### src/rtl/grsr_pkg.sv
package grsr_pkg;

    typedef enum logic [1:0] {
        RND_NEAR_EVEN = 2'b00,
        RND_TO_ZERO   = 2'b01,
        RND_TO_POS    = 2'b10,
        RND_TO_NEG    = 2'b11
    } rnd_mode_e;

    typedef struct packed {
        logic guard;
        logic round;
        logic sticky;
    } grs_t;

endpackage

### src/rtl/grsr_decide.sv
module grsr_decide
    import grsr_pkg::*;
(
    input  grs_t      grs_i,
    input  logic      lsb_i,
    input  logic      sign_i,
    input  rnd_mode_e mode_i,
    output logic      inexact_o,
    output logic      bump_o
);

    logic any_lost;
    logic past_half;

    always_comb begin
        any_lost  = grs_i.guard | grs_i.round | grs_i.sticky;
        // above half, or exactly half with an odd kept LSB
        past_half = grs_i.guard & (grs_i.round | grs_i.sticky | lsb_i);
        inexact_o = any_lost;
        unique case (mode_i)
            RND_NEAR_EVEN: bump_o = past_half;
            RND_TO_ZERO:   bump_o = 1'b0;
            RND_TO_POS:    bump_o = any_lost & ~sign_i;
            RND_TO_NEG:    bump_o = any_lost &  sign_i;
            default:       bump_o = 1'b0;
        endcase
    end

endmodule

### src/rtl/grsr_incr.sv
module grsr_incr #(
    parameter int WIDTH = 54
) (
    input  logic [WIDTH-1:0] a_i,
    input  logic             inc_i,
    output logic [WIDTH-1:0] sum_o,
    output logic             cout_o
);

    logic [WIDTH:0] carry;

    assign carry[0] = inc_i;

    for (genvar gi = 0; gi < WIDTH; gi++) begin : g_bit
        assign sum_o[gi]    = a_i[gi] ^ carry[gi];
        assign carry[gi+1]  = a_i[gi] & carry[gi];
    end

    assign cout_o = carry[WIDTH];

endmodule

### src/rtl/grsr_round_unit.sv
module grsr_round_unit
    import grsr_pkg::*;
#(
    parameter int MANT_W  = 56,
    parameter bit REG_OUT = 1'b1
) (
    input  logic              clk_i,
    input  logic              rst_ni,
    input  logic              valid_i,
    input  logic [MANT_W-1:0] mant_i,
    input  logic              sticky_i,
    input  logic              sign_i,
    input  logic [1:0]        mode_i,
    output logic              valid_o,
    output logic [MANT_W-3:0] mant_o,
    output logic              carry_o,
    output logic              inexact_o,
    output logic              rounded_up_o
);

    localparam int KEEP_W = MANT_W - 2;

    logic [KEEP_W-1:0] kept;
    grs_t              grs;
    logic              inexact_c;
    logic              bump_c;
    logic [KEEP_W-1:0] sum_c;
    logic              cout_c;

    assign kept = mant_i[MANT_W-1:2];
    assign grs  = '{guard: mant_i[1], round: mant_i[0], sticky: sticky_i};

    grsr_decide u_decide (
        .grs_i     (grs),
        .lsb_i     (kept[0]),
        .sign_i    (sign_i),
        .mode_i    (rnd_mode_e'(mode_i)),
        .inexact_o (inexact_c),
        .bump_o    (bump_c)
    );

    grsr_incr #(.WIDTH(KEEP_W)) u_incr (
        .a_i    (kept),
        .inc_i  (bump_c),
        .sum_o  (sum_c),
        .cout_o (cout_c)
    );

    if (REG_OUT) begin : g_reg
        always_ff @(posedge clk_i or negedge rst_ni) begin
            if (!rst_ni) begin
                valid_o      <= 1'b0;
                mant_o       <= '0;
                carry_o      <= 1'b0;
                inexact_o    <= 1'b0;
                rounded_up_o <= 1'b0;
            end else begin
                valid_o      <= valid_i;
                mant_o       <= sum_c;
                carry_o      <= cout_c;
                inexact_o    <= inexact_c;
                rounded_up_o <= bump_c;
            end
        end
    end else begin : g_comb
        assign valid_o      = valid_i;
        assign mant_o       = sum_c;
        assign carry_o      = cout_c;
        assign inexact_o    = inexact_c;
        assign rounded_up_o = bump_c;
    end

endmodule

### config.mk
export PLATFORM = sky130hd
export DESIGN_NAME = grsr_round_unit
export DESIGN_NICKNAME = d
export VERILOG_FILES = /design/src/rtl/grsr_pkg.sv /design/src/rtl/grsr_decide.sv /design/src/rtl/grsr_incr.sv /design/src/rtl/grsr_round_unit.sv
export SDC_FILE = /design/constraint.sdc
export NUM_CORES = 1
export LEC_CHECK = 0
export BUFFER_PORTS_ARGS = -buffer_cell sky130_fd_sc_hd__buf_2
export CORE_MARGIN = 2
export CORE_UTILIZATION = 47
export DETAILED_ROUTE_END_ITERATION = 6
export PLACE_DENSITY = 0.93
export SYNTH_ARGS = -nofsm -noshare
export SYNTH_HDL_FRONTEND = slang
export SYNTH_SLANG_ARGS = --single-unit
### constraint.sdc
create_clock -name clk_i -period 1.35 [get_ports clk_i]
set_clock_uncertainty 0.1 [all_clocks]
set_input_delay 0.0675 -clock clk_i [delete_from_list [all_inputs] [get_ports clk_i]]
set_output_delay 0.0675 -clock clk_i [all_outputs]
set_load 0.02 [all_outputs]
# Word-level counts from Yosys, hierarchy flattened
# Index checks and enable logic that the tools add are counted.
# classes
n_addsub,0
n_mul,0
div_mod_pow,0
order_cmp,0
eq_ne,3
shifts,0
mux,1
bitwise,116
n_reduce_logical,1
# ops
cell,n
bitwise AND 1 bit,57
XOR 1 bit,54
"equality test 2 bit, second input constant",2
bitwise OR 1 bit,4
case mux 1 bit (4 select lines),1
"equality test 2 x 1 -> 1 bit, second input constant",1
logical NOT 2 bit,1
NOT 1 bit,1
# word_totals
regBits,58
latch_bits,0
mem_bits_rw,0
romBits,0
inputBits,63
out_inout_bits,58
elab_cells,126
memories,0

# Logic depth before layout (Yosys ltp)
# Gate-level depths: netlist (run 1).
# depth
depth_word,58
mapped_depth,57
mapped_depth_nobuf,57

# Cells and area by module
# From an unflattened synthesis (run 1), not the netlist that was laid out.
# hier_totals
hier_cells,119
area_unflattened_um2,2167.1
# by_module_without_submodules
mod,n_inst,cells_each,area_per_inst_um2,seq_area_each_um2
grsr_round_unit,1,58,1451.4,1451.4
grsr_incr,1,54,675.6,0.0
grsr_decide,1,7,40.0,0.0

# Worst setup path after synthesis (run 1)
# OpenSTA, ideal clock, no wires.
# synth_timing
kind,input to register
startpoint,input port mode_i[0]
endpoint,register mant_o[53]
setup_time_ns,0.126
arrival_ns,9.834
required_time_ns,1.124
setup_slack_ns,-8.709
path_stages,56
n_path_buf,0
cell_sequence,mux2_2 -> o221a_1 -> ha_1 -> ha_1 -> ha_1 -> ha_1 -> ha_1 -> ha_1 -> ha_1 -> ha_1 -> ha_1 -> ha_1 -> ha_1 -> ha_1 -> ha_1 -> ha_1 -> ha_1 -> ha_1 -> (+20 left out) -> ha_1 -> ha_1 -> ha_1 -> ha_1 -> ha_1 -> ha_1 -> ha_1 -> ha_1 -> ha_1 -> ha_1 -> ha_1 -> ha_1 -> ha_1 -> ha_1 -> ha_1 -> ha_1 -> ha_1 -> ha_1
# synth_between
elab_chain_cells,56
elab_cells_between_ends,59
cone_classes,3 x eq/ne; 1 x mux; 54 x bitwise; 1 x reduce/logical
# synth_rtl
element,line_no,text
start: declaration,grsr_round_unit.sv:13,"input logic [1:0] mode_i,"
"equality test 2 bit, or another cell as far along",grsr_decide.sv:20,unique case (mode_i)
case mux 1 bit (4 select lines) *,grsr_decide.sv:20,
named net bump_c,grsr_round_unit.sv:26,logic bump_c;
bitwise AND 1 bit * (53 in a row),grsr_incr.sv:16,assign carry[gi+1] = a_i[gi] & carry[gi];
XOR 1 bit *,grsr_incr.sv:15,assign sum_o[gi] = a_i[gi] ^ carry[gi];
named net sum_c[53],grsr_round_unit.sv:27,logic [KEEP_W-1:0] sum_c;
end signal: assignment,grsr_round_unit.sv:59,mant_o <= sum_c;
end: declaration,grsr_round_unit.sv:15,"output logic [MANT_W-3:0] mant_o,"
# The timed path passes the listed nets; every way through them passes the cells marked *.

# Worst setup path after layout (run 1)
# layout_timing
startpoint,input port sticky_i
endpoint,register mant_o[53]
# layout_between
elab_chain_cells,58
elab_cells_between_ends,61
cone_classes,1 x mux; 60 x bitwise
# layout_rtl
element,line_no,text
start: declaration,grsr_round_unit.sv:11,"input logic sticky_i,"
bitwise OR 1 bit (2 in a row),grsr_decide.sv:18,past_half = grs_i.guard & (grs_i.round | grs_i.sticky | lsb_i);
bitwise AND 1 bit,grsr_decide.sv:18,
case mux 1 bit (4 select lines) *,grsr_decide.sv:20,
named net bump_c,grsr_round_unit.sv:26,
bitwise AND 1 bit * (53 in a row),grsr_incr.sv:16,
XOR 1 bit *,grsr_incr.sv:15,
named net sum_c[53],grsr_round_unit.sv:27,
# Marks and branches as above.

==> results by group, run 1 <==
Clock network
  – Worst-path clk slew: around 0.06 ns
  – Root Driver: clkbuf_8
  – CTS Hold Bufs: 10
  – CTS tree: built
  – Deepest level of the CTS H-tree: 3
  – Longest Clk Path Bufs: 2
  – Clock sink count: 58
  – TritonCTS Buffers: 9

Global routing
  – Number of global-route vias before repair: 1839
  – Pin count of the biggest net entering global routing: 59
  – Tot GR Track Use: 0.256
  – Congestion Overflow GR: 0
  – Global-route wire length before repair: between 9 and 10 mm
  – Initial antenna violation count: 0

Synth
  – Yosys top cell by area: dfrtp_1
  – Gate Count Post-Synth: ~120
  – Post-synth ARST share: 1.00
  – Post-Syn Area per Cell: around 18 um2
  – Count leader, synth: dfrtp_1
  – Synth unique cells: 9
  – Synth warn: 0
  – Top post-synthesis cells by count: dfrtp_1 (58), ha_1 (54)
  – Net Count, Synth: 236
  – Post-synth EDFFs: 0
  – Synth Register Bits: 58
  – Synth top area share: 0.666
  – Synth Flop Type: dfrtp_1
  – Synth top area cells: dfrtp_1 (67%), ha_1 (31%), mux2_2 (0.52%)
  – Sequential element share of the synthesized area: 0.666
  – Cell area after synthesis: roughly 0.0022 mm2

Die
  – CORE AREA: 0.00441 mm2
  – Die area: between 0.005 and 0.006 mm2
  – Chip height: roughly 72 um
  – Starting Density: 0.494
  – Io pins: 121
  – Die width: just over 70 um
  – Row count: 24

Final layout
  – # diodes: 0
  – Area grow syn2layout: 77.9%
  – Nets: approximately 380
  – Register area: between 0.001 and 0.0015 mm2
  – Final Instance Area: about 0.0039 mm2
  – Multi-input logic area: between 0.001 and 0.0015 mm2
  – Share of layout cells above drive strength 1: 0.727
  – Filler cells: roughly 190

STA
  – Final Max Slew Viols: 0
  – Tcrit/Tclk final: 6.70
  – Slew margin rel.: 0.796
  – RSZ-0062 raised after global routing: yes
  – Setup violators final: roughly 50
  – Fmax: ~0.11 GHz
  – Worst-Margin Slew: a little over 0.3 ns
  – Fin. Hold Viols: 49
  – Final worst slack: -7.70 ns
  – Post-route minimum period: a little over 9 ns
  – Hold WS: -0.120 ns

Outcome
  – Failing checks: hold timing, setup timing
  – Status: finished, violations left

Drt
  – Drt pass-1 iters: 6
  – DR DRC count: 0
  – DRT antenna net count: 0
  – Total Wirelength: approximately 6.3 mm
  – Via count: between 1500 and 2000
  – Vias per inst: ~5.1
  – DRT iter0 DRCs: a little over 60
  – Routed length per instance: between 15 and 20 um

Placement
  – Placer Congestion: ~0.68
  – Number of port buffers: 120
  – Worst slack, placed: -8.05 ns
  – Placed cell area: between 0.003 and 0.004 mm2
  – DP HPWL: roughly 4.2 mm

Critical path
  – CP max FO: 3
  – Max stage delay on crit path: approximately 0.30 ns
  – Most frequent CP cell: ha_4
  – CP Data Arrival Time: 9.16 ns
  – Critical Path Sink Type: flop
  – Startpoint types: primary input
  – Crit path max-delay cell type: o221a_4
  – Worst Path Class, Setup: in -> reg
  – CP Data Required Time: ~1.5 ns

Worst hold path
  – Hold Path Class: in -> reg

Job
  – Max Cap Violations: 0

Pwr
  – VDD IR max: 0.807 mV
  – Leak: 1.77 nW
  – Power density over the cells: between 900 and 1000 mW/mm2
## final timing paths
path / endpoint / start / cells after the start
setup / recovery: mant_o[53]$_DFF_PN0_ / sticky_i / 57
hold / removal: mant_o[39]$_DFF_PN0_ / mant_i[41] / 2
max in group asynchronous: mant_o[44]$_DFF_PN0_ / rst_ni / 3
min in group asynchronous: mant_o[46]$_DFF_PN0_ / rst_ni / 3
## metrics by stage
| step | utilization | instances | setup TNS [ns] | hold WS, ns | power, W |
|---|---|---|---|---|---|
| finish | 0.879 | 319 | -201.68 | -0.120 | 0.00378 |
| global route | 0.879 | 319 | -205.51 | -0.144 | 0.00396 |
| CTS | 0.872 | 318 | -198.72 | -0.130 | 0.00376 |
| detailed placement | 0.806 | 294 | -220.67 | -0.00756 | 0.00242 |
| global placement | 0.806 | 294 | -213.54 | -0.00963 | 0.00238 |
| floorplan | - | 119 | -201.53 | -0.328 | 0.00208 |
## cell families after synthesis
logic type | synth area share
flip-flops | 0.666
adder cells (fa/ha/maj) | 0.310
AND/OR/NAND/NOR | 0.0109
AO/OA/AOI/OAI | 0.00861
multiplexers | 0.00516
## state kept, by name, summed over array words and instances (netlist names)
name	count
mant_o	54
rounded_up_o	1
carry_o	1
valid_o	1
inexact_o	1
## cell usage in the layout, fill, tap and decap left out
cell type and n:
buf_2 116, dfrtp_1 58, ha_4 54, clkbuf_8 10
dlygate4sd3_1 10, clkbuf_1 4, buf_4 4, buf_6 2
or3_1 1, o21a_4 1, nor3_4 1, nor2_2 1
nand2_4 1, mux2_4 1, o221a_4 1, buf_8 1
buf_12 1
## layer usage
layer / GRT usage / vias to the layer above / wire, um
met1: 0.274 / 788 / 2200
met5: 0 / - / 0
met2: 0.457 / 102 / 3350
met4: 0.0985 / 0 / 85
met3: 0.0944 / 11 / 628
li1: - / 710 / -
## where the power goes
| part | total [W] | switching [W] | internal, W |
|---|---|---|---|
| Combinational | 0.000590 | 0.000342 | 0.000248 |
| Sequential | 0.00186 | 0.0000279 | 0.00183 |
| Clock | 0.00133 | 0.000626 | 0.000699 |
## critical path, delay by kind of cell
family	cells	cell delay (ns)
adders and majority gates	54	8.45
AOI/OAI and AO/OA	2	0.52
buffers and inverters	1	0.10
## final cells by class
type,instances,share of cell area
Tap cell,52,0.0168
Multi-Input combinational cell,61,0.372
Clock buffer,14,0.0394
Sequential cell,58,0.374
Timing Repair Buffer,134,0.198
## what timing repair did
| action | in CTS | in global routing |
|---|---|---|
| setup buffers | 0 | 1 |
| endpoints found under the setup margin | 51 | 51 |
| resized for setup | 7 | 4 |
| pin swaps | 6 | 4 |
| endpoints found under the hold margin | 115 | 49 |
No activity file was read; power rests on OpenSTA's default activity.
==> run 2, diff against run 1 <==
ABC_CLOCK_PERIOD_IN_PS = 1350   (was not set)
REMOVE_ABC_BUFFERS = 1   (was not set)
==> results by group, run 2 (same netlist as run 1, synthesis figures left out) <==
Global routing
  – Number of global-route vias before repair: 1958 (+6.5%)
  – Initial antenna violation count: 0 (unchanged)
  – Global-route wire length before repair: 10.4 mm (+11%)
  – Congestion Overflow GR: 0 (unchanged)
  – Pin count of the biggest net entering global routing: 59 (unchanged)
  – Tot GR Track Use: 0.283 (+0.0269)

Pwr
  – VDD IR max: 1.35 mV (+67%)
  – Leak: 1.80 nW (+1.5%)
  – Power density over the cells: 1080 mW/mm2 (+11%)
  – Final Power: 0.00425 W (+12%)

Job
  – Max Cap Violations: 0 (unchanged)

Worst hold path
  – Hold Path Class: in -> reg

STA
  – RSZ-0062 raised after global routing: yes
  – Tcrit/Tclk final: 6.75 (+0.0439)
  – Hold WS: -0.118 ns (+0.00252 ns)
  – Final worst slack: -7.76 ns (-0.0593 ns)
  – Post-route minimum period: 9.11 ns (+0.0593 ns)
  – Setup TNS: -203.07 ns (-1.39 ns)
  – Setup violators final: 51 (unchanged)
  – Fin. Hold Viols: 49 (unchanged)
  – Fmax: 0.110 GHz (-0.65%)
  – Worst-Margin Slew: 0.305 ns (-0.000696 ns)
  – Final Max Slew Viols: 0 (unchanged)
  – Slew margin rel.: 0.797 (about the same)

Placement
  – Number of port buffers: 120 (unchanged)
  – DP HPWL: 3.33 mm (-20%)
  – Placer Congestion: 0.725 (+5.8%)
  – Inst Count DP: 293 (-0.34%)

Final layout
  – Register area: 0.00145 mm2 (unchanged)
  – Share of layout cells above drive strength 1: 0.725 (-0.00168)
  – Max FFs per register: 54 (unchanged)
  – Multi-input logic area: 0.00141 mm2 (-2.4%)
  – Commonest non-fill, non-tap cell in the layout: buf_2
  – Register name with the most flops: mant_o
  – Area grow syn2layout: 80.3%
  – Filler cells: 156 (-17%)
  – Nets: 381 (unchanged)
  – Fin cells: 321 (+0.63%)
  – Most frequent cells in the layout: buf_2 (114), dfrtp_1 (58), ha_4 (53), dlygate4sd3_1 (11), clkbuf_8 (10)
  – # diodes: 0 (unchanged)

Drt
  – Drt pass-1 iters: 4 (-2)
  – DR DRC count: 0 (unchanged)
  – Vias per inst: 5.02 (-0.50%)
  – Routed length per instance: 21.2 um (+7.8%)
  – DRT antenna net count: 0 (unchanged)
  – Total Wirelength: 6.80 mm (+8.5%)
  – Via count: 1613 (+0.12%)
  – DRT iter0 DRCs: 43 (-31%)

Outcome
  – Status: finished, violations left
  – Failing checks: hold timing, setup timing

Clock network
  – Root Driver: clkbuf_8
  – Deepest level of the CTS H-tree: 3 (unchanged)
  – TritonCTS Buffers: 9 (unchanged)
  – CTS tree: built
  – Clock sink count: 58 (unchanged)
  – Worst-path clk slew: 0.07 ns (about the same)
  – CTS Hold Bufs: 11 (+1)
  – Longest Clk Path Bufs: 2 (unchanged)

Die
  – Row count: 24 (unchanged)
  – Die width: 72.1 um (unchanged)
  – CORE AREA: 0.00441 mm2 (unchanged)
  – Die area: 0.00520 mm2 (unchanged)
  – Chip height: 72.1 um (unchanged)
  – Io pins: 121 (unchanged)
  – Starting Density: 0.494 (unchanged)

Critical path
  – CP Data Required Time: 1.47 ns (about the same)
  – CP max FO: 2 (-1)
  – Critical Path Sink Type: flop
  – Worst Path Class, Setup: in -> reg
  – Max stage delay on crit path: 0.24 ns (-0.06 ns)
  – Crit path max-delay cell type: o221a_1
  – Startpoint types: primary input
  – Most frequent CP cell: ha_4
  – CP Data Arrival Time: 9.23 ns (+0.07 ns)
-- run 2: changes by cell type in the layout (fill, tap and decap cells not counted), moves of 2 or more --
cell and change:
buf_4 -2, buf_2 -2, clkinv_2 +2, buf_6 +2, bufinv_16 +2, clkbuf_1 -3
-- run 2: stage by stage --
step / setup slack, ns / area [um2] / util
final: -7.76 / 3930 / 0.891
after global routing: -7.90 / 3930 / 0.891
after CTS: -7.60 / 3900 / 0.884
after detailed placement: -9.55 / 2870 / 0.651
after global placement: -9.34 / 2870 / 0.651
after floorplan: -8.71 / 2180 / -
-- run 2: routing by layer --
| metal | global-route usage | vias to the layer above | routed length, um |
|---|---|---|---|
| met1 | 0.304 | 781 | 2510 |
| met5 | 0 | - | 0 |
| li1 | - | 711 | - |
| met3 | 0.100 | 16 | 618 |
| met2 | 0.504 | 105 | 3550 |
| met4 | 0.115 | 0 | 122 |
-- run 2: critical path: cells and delay by family --
kind | cells | cell delay [ns]
buffers and inverters | 1 | 0.10
AO/OA/AOI/OAI | 1 | 0.24
AND/OR/NAND/NOR | 2 | 0.22
adder cells (fa/ha/maj) | 54 | 8.61
-- run 2: path summary, 6_finish.rpt --
kind                            start  slack [ns]  cells after the start                    to
setup / recovery            mant_i[2]       -7.76                     58  mant_o[53]$_DFF_PN0_
hold / removal             mant_i[16]       -0.12                      2  mant_o[14]$_DFF_PN0_
max in group asynchronous      rst_ni        0.72                      3  mant_o[30]$_DFF_PN0_
min in group asynchronous      rst_ni        0.17                      3  mant_o[40]$_DFF_PN0_
-- run 2: where the power goes --
part,switching [W],internal [W]
logic,0.000340,0.000252
clock network,0.000709,0.00108
registers,0.0000317,0.00183
total,0.00108,0.00317
-- run 2: timing repair --
item,4_1_cts,5_1_grt
pin swaps,16,2
endpoints found under the hold margin,116,49
gates resized for setup,112,6
gates cloned,0,0
setup endpoints to repair,52,52
setup buffers,0,1
-- run 2: area by class of cell --
class,instances,area share
Sequential cell,58,0.369
Multi-Input combinational cell,61,0.358
Timing Repair Buffer,134,0.201
Clock buffer,11,0.0360
Clock inverter,5,0.0197
Tap cell,52,0.0165
